`src/rtl/vfetch_pkg.sv`:
```
package vfetch_pkg;
  // Micro counter landmarks, in half-T-states from the start of the fetch
  localparam int unsigned MC_W      = 3;
  localparam int unsigned CAP_MC    = 3;
  localparam int unsigned FORCE_MC  = 4;
  localparam int unsigned DRIVE_LO  = 5;
  localparam int unsigned DRIVE_HI  = 7;

  // True when count lies in the closed window [lo, hi]
  function automatic logic in_window(input logic [MC_W-1:0] cnt,
                                     input int unsigned lo,
                                     input int unsigned hi);
    return (int'(cnt) >= int'(lo)) && (int'(cnt) <= int'(hi));
  endfunction
endpackage

```
`src/rtl/vfetch_micro_seq.sv`:
```
module vfetch_micro_seq
  import vfetch_pkg::*;
(
  input  logic            clk,
  input  logic            rst_n,
  input  logic            m1_n,
  output logic            running,
  output logic [MC_W-1:0] count,
  output logic            start_evt,
  output logic            done_evt
);
  localparam logic [MC_W-1:0] LAST = {MC_W{1'b1}};

  logic m1_q;

  assign start_evt = !running && m1_q && !m1_n;
  assign done_evt  = running && (count == LAST);

  always_ff @(posedge clk) begin
    if (!rst_n) begin
      m1_q    <= 1'b1;
      running <= 1'b0;
      count   <= '0;
    end else begin
      m1_q <= m1_n;
      if (start_evt) begin
        running <= 1'b1;
        count   <= '0;
      end else if (done_evt) begin
        running <= 1'b0;
        count   <= '0;
      end else if (running) begin
        count <= count + 1'b1;
      end
    end
  end
endmodule

```
`src/rtl/vfetch_capture.sv`:
```
module vfetch_capture #(
  parameter int unsigned DATA_W = 8
) (
  input  logic              clk,
  input  logic              rst_n,
  input  logic              cap_evt,
  input  logic              done_evt,
  input  logic [DATA_W-1:0] data_in,
  output logic              video,
  output logic [DATA_W-1:0] code
);
  always_ff @(posedge clk) begin
    if (!rst_n) begin
      video <= 1'b0;
      code  <= '0;
    end else if (cap_evt) begin
      video <= 1'b1;
      code  <= data_in;
    end else if (done_evt) begin
      video <= 1'b0;
    end
  end
endmodule

```
`src/rtl/vfetch_line_ctr.sv`:
```
module vfetch_line_ctr #(
  parameter int unsigned LINE_W = 3
) (
  input  logic              clk,
  input  logic              rst_n,
  input  logic              vsync,
  input  logic              hsync,
  output logic [LINE_W-1:0] line,
  output logic              hs_rise
);
  logic hs_q;

  assign hs_rise = hsync && !hs_q;

  always_ff @(posedge clk) begin
    if (!rst_n) begin
      hs_q <= 1'b0;
      line <= '0;
    end else begin
      hs_q <= hsync;
      if (vsync)        line <= '0;
      else if (hs_rise) line <= line + 1'b1;
    end
  end
endmodule

```
`src/rtl/vfetch_seq.sv`:
```
module vfetch_seq
  import vfetch_pkg::*;
#(
  parameter int unsigned DATA_W   = 8,
  parameter int unsigned ADDR_W   = 9,
  parameter int unsigned LINE_W   = 3,
  parameter int unsigned QUAL_BIT = 6
) (
  input  logic              clk,
  input  logic              rst_n,
  input  logic              m1_n,
  input  logic              a15,
  input  logic              halt_n,
  input  logic [DATA_W-1:0] data_in,
  input  logic              vsync,
  input  logic              hsync,
  output logic              bus_pull_low,
  output logic [ADDR_W-1:0] rom_addr,
  output logic              addr_oe,
  output logic [DATA_W-1:0] char_code,
  output logic              video_cycle
);
  localparam int unsigned CODE_BITS = ADDR_W - LINE_W;

  logic            running, start_evt, done_evt, cap_evt, hs_rise;
  logic [MC_W-1:0] count;
  logic [LINE_W-1:0] line;

  vfetch_micro_seq u_seq (
    .clk(clk), .rst_n(rst_n), .m1_n(m1_n),
    .running(running), .count(count),
    .start_evt(start_evt), .done_evt(done_evt)
  );

  assign cap_evt = running && (count == MC_W'(CAP_MC)) && !m1_n && a15
                   && halt_n && !data_in[QUAL_BIT];

  vfetch_capture #(.DATA_W(DATA_W)) u_cap (
    .clk(clk), .rst_n(rst_n), .cap_evt(cap_evt), .done_evt(done_evt),
    .data_in(data_in), .video(video_cycle), .code(char_code)
  );

  vfetch_line_ctr #(.LINE_W(LINE_W)) u_line (
    .clk(clk), .rst_n(rst_n), .vsync(vsync), .hsync(hsync),
    .line(line), .hs_rise(hs_rise)
  );

  assign bus_pull_low = video_cycle && running && (count == MC_W'(FORCE_MC));
  assign addr_oe      = video_cycle && running && in_window(count, DRIVE_LO, DRIVE_HI);
  assign rom_addr     = addr_oe ? {char_code[CODE_BITS-1:0], line} : '0;
endmodule

```
`config.mk`:
```
export PLATFORM = sky130hd
export DESIGN_NAME = vfetch_seq
export DESIGN_NICKNAME = d
export VERILOG_FILES = /design/src/rtl/vfetch_pkg.sv /design/src/rtl/vfetch_micro_seq.sv /design/src/rtl/vfetch_capture.sv /design/src/rtl/vfetch_line_ctr.sv /design/src/rtl/vfetch_seq.sv
export SDC_FILE = /design/constraint.sdc
export NUM_CORES = 1
export LEC_CHECK = 0
export BUFFER_PORTS_ARGS = -buffer_cell sky130_fd_sc_hd__buf_4
export CAP_MARGIN = 20
export CORE_MARGIN = 4
export CORE_UTILIZATION = 49
export DETAILED_ROUTE_END_ITERATION = 12
export PLACE_DENSITY = 0.85
export SYNTH_ARGS = -nofsm -noshare
export SYNTH_HDL_FRONTEND = slang
export SYNTH_HIERARCHICAL = 1
export SYNTH_SLANG_ARGS = --single-unit
```
`constraint.sdc`:
```
create_clock -name clk -period 2 [get_ports clk]
set_clock_uncertainty 0.2 [all_clocks]
set_input_delay 0.1 -clock clk [delete_from_list [all_inputs] [get_ports clk]]
set_output_delay 0.1 -clock clk [all_outputs]
set_load 0.02 [all_outputs]
```
==> run summary <==
P_leak -> 0.5618 nW
Post-CTS sizing -> 0
Syn Inst Count -> 78
Synth Area in Simple Gates -> 0.2932
Core area -> 0.001559 mm^2
Slew margin rel. -> 0.7289
Pwr Density -> 534.5 mW/mm^2
GRT Total Usage -> 0.1949
Max-Cap Viols -> 0
Crit Path Class -> reg2out
Num rows -> 14
Combinational Power Share -> 0.116
Yosys top cell by area -> dfxtp_1
Synth area leaders -> dfxtp_1, mux2i_1, nor2b_1, and2_1, ha_1
Die W -> 49.43 um
CTS tree -> yes
Antenna violations before repair -> 0
Seq/Total Area, Yosys -> 0.4286
H-Tree Depth -> 1
Commonest cells in the netlist -> dfxtp_1, mux2i_1, nor2b_1
Hold Startpoint -> halt_n
YS warnings -> 6
Layout cells sized above 1 -> 0.3411
IO Port Bufs -> 34
GPL Wtd Cong -> 0.7753
Worst skew pair latency -> 290 ps
Sink Count -> 18
RSZ-0062 raised after global routing -> false
VDD IR max -> 0.4210 mV
Vias in the first global route -> 796
Antenna Cells -> 0
Worst-path cell with the longest stage delay -> dfxtp_1
Sw Pwr -> 0.0001512 W
Worst reg2reg path startpoint -> u_seq/running
Clk buf depth -> 2
CP Launch Type -> register
Final non-filler cell total -> 145
Yosys top cell area share -> 0.4286
Final hold vios -> 0
Wire per inst -> 14.68 um
Main combinational cell family by area after synthesis -> simple AND/OR/NAND/NOR gates
Slowest stage delay, CP -> 580 ps
WL final -> 2128 um
Via density -> 5.007
Crit path from -> u_seq/running
I/O Pins -> 35
Crit path max fanout -> 10
Avg Inst Size Synth -> 10.78 um^2
CP endpoint kind -> output port
Initial Util -> 0.5393
Internal -> 0.0005316 W
Clock root buffer -> clkbuf_4
First-pass DRT Iterations -> 4
Placed Cells incl. Taps -> 127
Synth Flop Type -> dfxtp_1
DRC -> 0
Synth cell types -> 21
R2r endpoint -> u_cap/code[1]
Post-Synth Adder-Cell Area -> 0.04464
Most frequent cell after synthesis -> dfxtp_1
Vert. Die Dim -> 49.43 um
Number of synthesized flops with an enable pin -> 0
Largest net degree at the start of global routing -> 15
Mux cell area share after synthesis -> 0.1310
Postcts setup bufs -> 0
Hold Path Cell Cnt -> 5
Inserted Clock Buffers -> 3
Area grow syn2layout -> 51.94%
WHS Endpoint -> u_cap/video
Post-Synth XOR/XNOR Area -> 0.03125
Net Sw Frac -> 0.2214
Worst-Margin Slew -> 406.1 ps
Critical Path RT -> 1700 ps
Final Cycle Share -> 0.9277
Syn nets -> 96
Clock Pin Slew Worst Setup and Hold Paths -> 110 ps
Area fraction in compound gates after synthesis -> 0.04464
Final Slew Violations -> 0
Outcome -> complete, no violations
Die Footprint -> 0.002443 mm^2
Overflow after GRT -> 0
Post-DP HPWL -> 1384 um
CP cell instances -> o2111a_2, and2_1, buf_4
Vias -> 726
Drt initial violations -> 8
Worst reg2reg path depth -> 5
Synth Register Bits -> 18
R2R Setup Slk -> 340 ps
Ys async rst share -> 0
# setup viols final -> 0
Maximum clock frequency -> 539.0 MHz
Cell Area, Synth -> 840.8 um^2
Min cycle time layout -> 1855 ps
First-pass GRT wire length -> 3615 um
Setup TNS -> 0 ps
Antenna viol nets, final -> 0
Crit path arrival time -> 1560 ps
Seq pwr share -> 0.551
Clk pwr share -> 0.332
Hold/Removal Path Class -> in2reg
Nets -> 148
==> through the flow <==
stage	utilization	cell area [um^2]	hold WS (ps)	power, W	setup WS (ps)
3_3_place_gp	0.7063	1101	130.6	0.0004381	456.2
3_5_place_dp	0.7063	1101	137.1	0.0004408	405.1
6_report	0.8194	1277	239.5	0.0006828	144.6
2_1_floorplan	-	840.8	-26.96	0.0004136	636.8
4_1_cts	0.8194	1277	230.8	0.0006842	141.5
5_1_grt	0.8194	1277	268.4	0.0007139	45.19
==> registers in the layout, indices dropped and copies added (netlist names) <==
signal / count
u_cap/code: 8
u_line/line: 3
u_seq/count: 3
u_cap/video: 1
u_line/hs_q: 1
u_seq/m1_q: 1
u_seq/running: 1
==> worst max path at each step <==
stage / end / slack [ps] / cells after the start
6_report: rom_addr[3] / 140 / 3
5_1_grt: rom_addr[3] / 50 / 3
4_1_cts: rom_addr[1] / 140 / 3
3_5_place_dp: u_cap/code[7] / 410 / 5
3_3_place_gp: u_cap/code[6] / 460 / 5
2_1_floorplan: rom_addr[0] / 640 / 2
==> kinds of logic (layout without fill, tap and decap cells) <==
kind of cell / after synthesis / in the layout
AOI/OAI and AO/OA: 4 / 4
xor gates and xnor gates: 3 / 3
adders and majority gates: 3 / 3
buffers and inverters: 2 / 53
DFF: 18 / 18
muxes: 11 / 11
and+or+nand+nor: 37 / 37
==> power by group through the flow <==
stage	Combinational (W)	Clock, W	Sequential [W]
floorplan	0.0000340	0	0.000380
global placement	0.0000539	0	0.000384
detailed placement	0.0000558	0	0.000385
CTS	0.0000781	0.000229	0.000377
global route	0.0000863	0.000249	0.000379
finish	0.0000795	0.000227	0.000377
==> repair_timing <==
item | CTS | global route
hold endpoints to repair | 18 | 0
setup endpoints to repair | 0 | 0
hold buffers | 14 | 0
==> worst max-delay path, delay by kind of cell (launching register included) <==
family                 cells  cell delay [ps]
AND/OR/NAND/NOR            1              160
buffers and inverters      1              140
AO/OA/AOI/OAI              1              380
flip-flops                 1              580
==> cell type report <==
cell class	instances	area [um^2]
tap	16	20.02
sequential	18	360.3
multi-input combinational	58	457.9
timing repair buffer	49	402.9
fill	99	281.5
clock buffer	4	36.28
==> placed cells by master, fill, tap and decap left out, types with 2 or more instances in the layout <==
| cell | n |
|---|---|
| buf_4 | 35 |
| dfxtp_1 | 18 |
| dlygate4sd3_1 | 14 |
| mux2i_1 | 11 |
| nor2b_1 | 10 |
| and2_1 | 9 |
| nor3_1 | 4 |
| nor2_1 | 4 |
| clkbuf_4 | 3 |
| ha_1 | 3 |
| o21a_1 | 2 |
| nand2b_1 | 2 |
| and2_2 | 2 |
| xnor2_1 | 2 |
==> routing by layer <==
layer,GRT usage,wire [um]
met5,0,0
met4,0.08756,27
met2,0.3661,1157
met1,0.1996,828
met3,0.04893,116
Note: power is estimated with default switching activity, not from simulation.
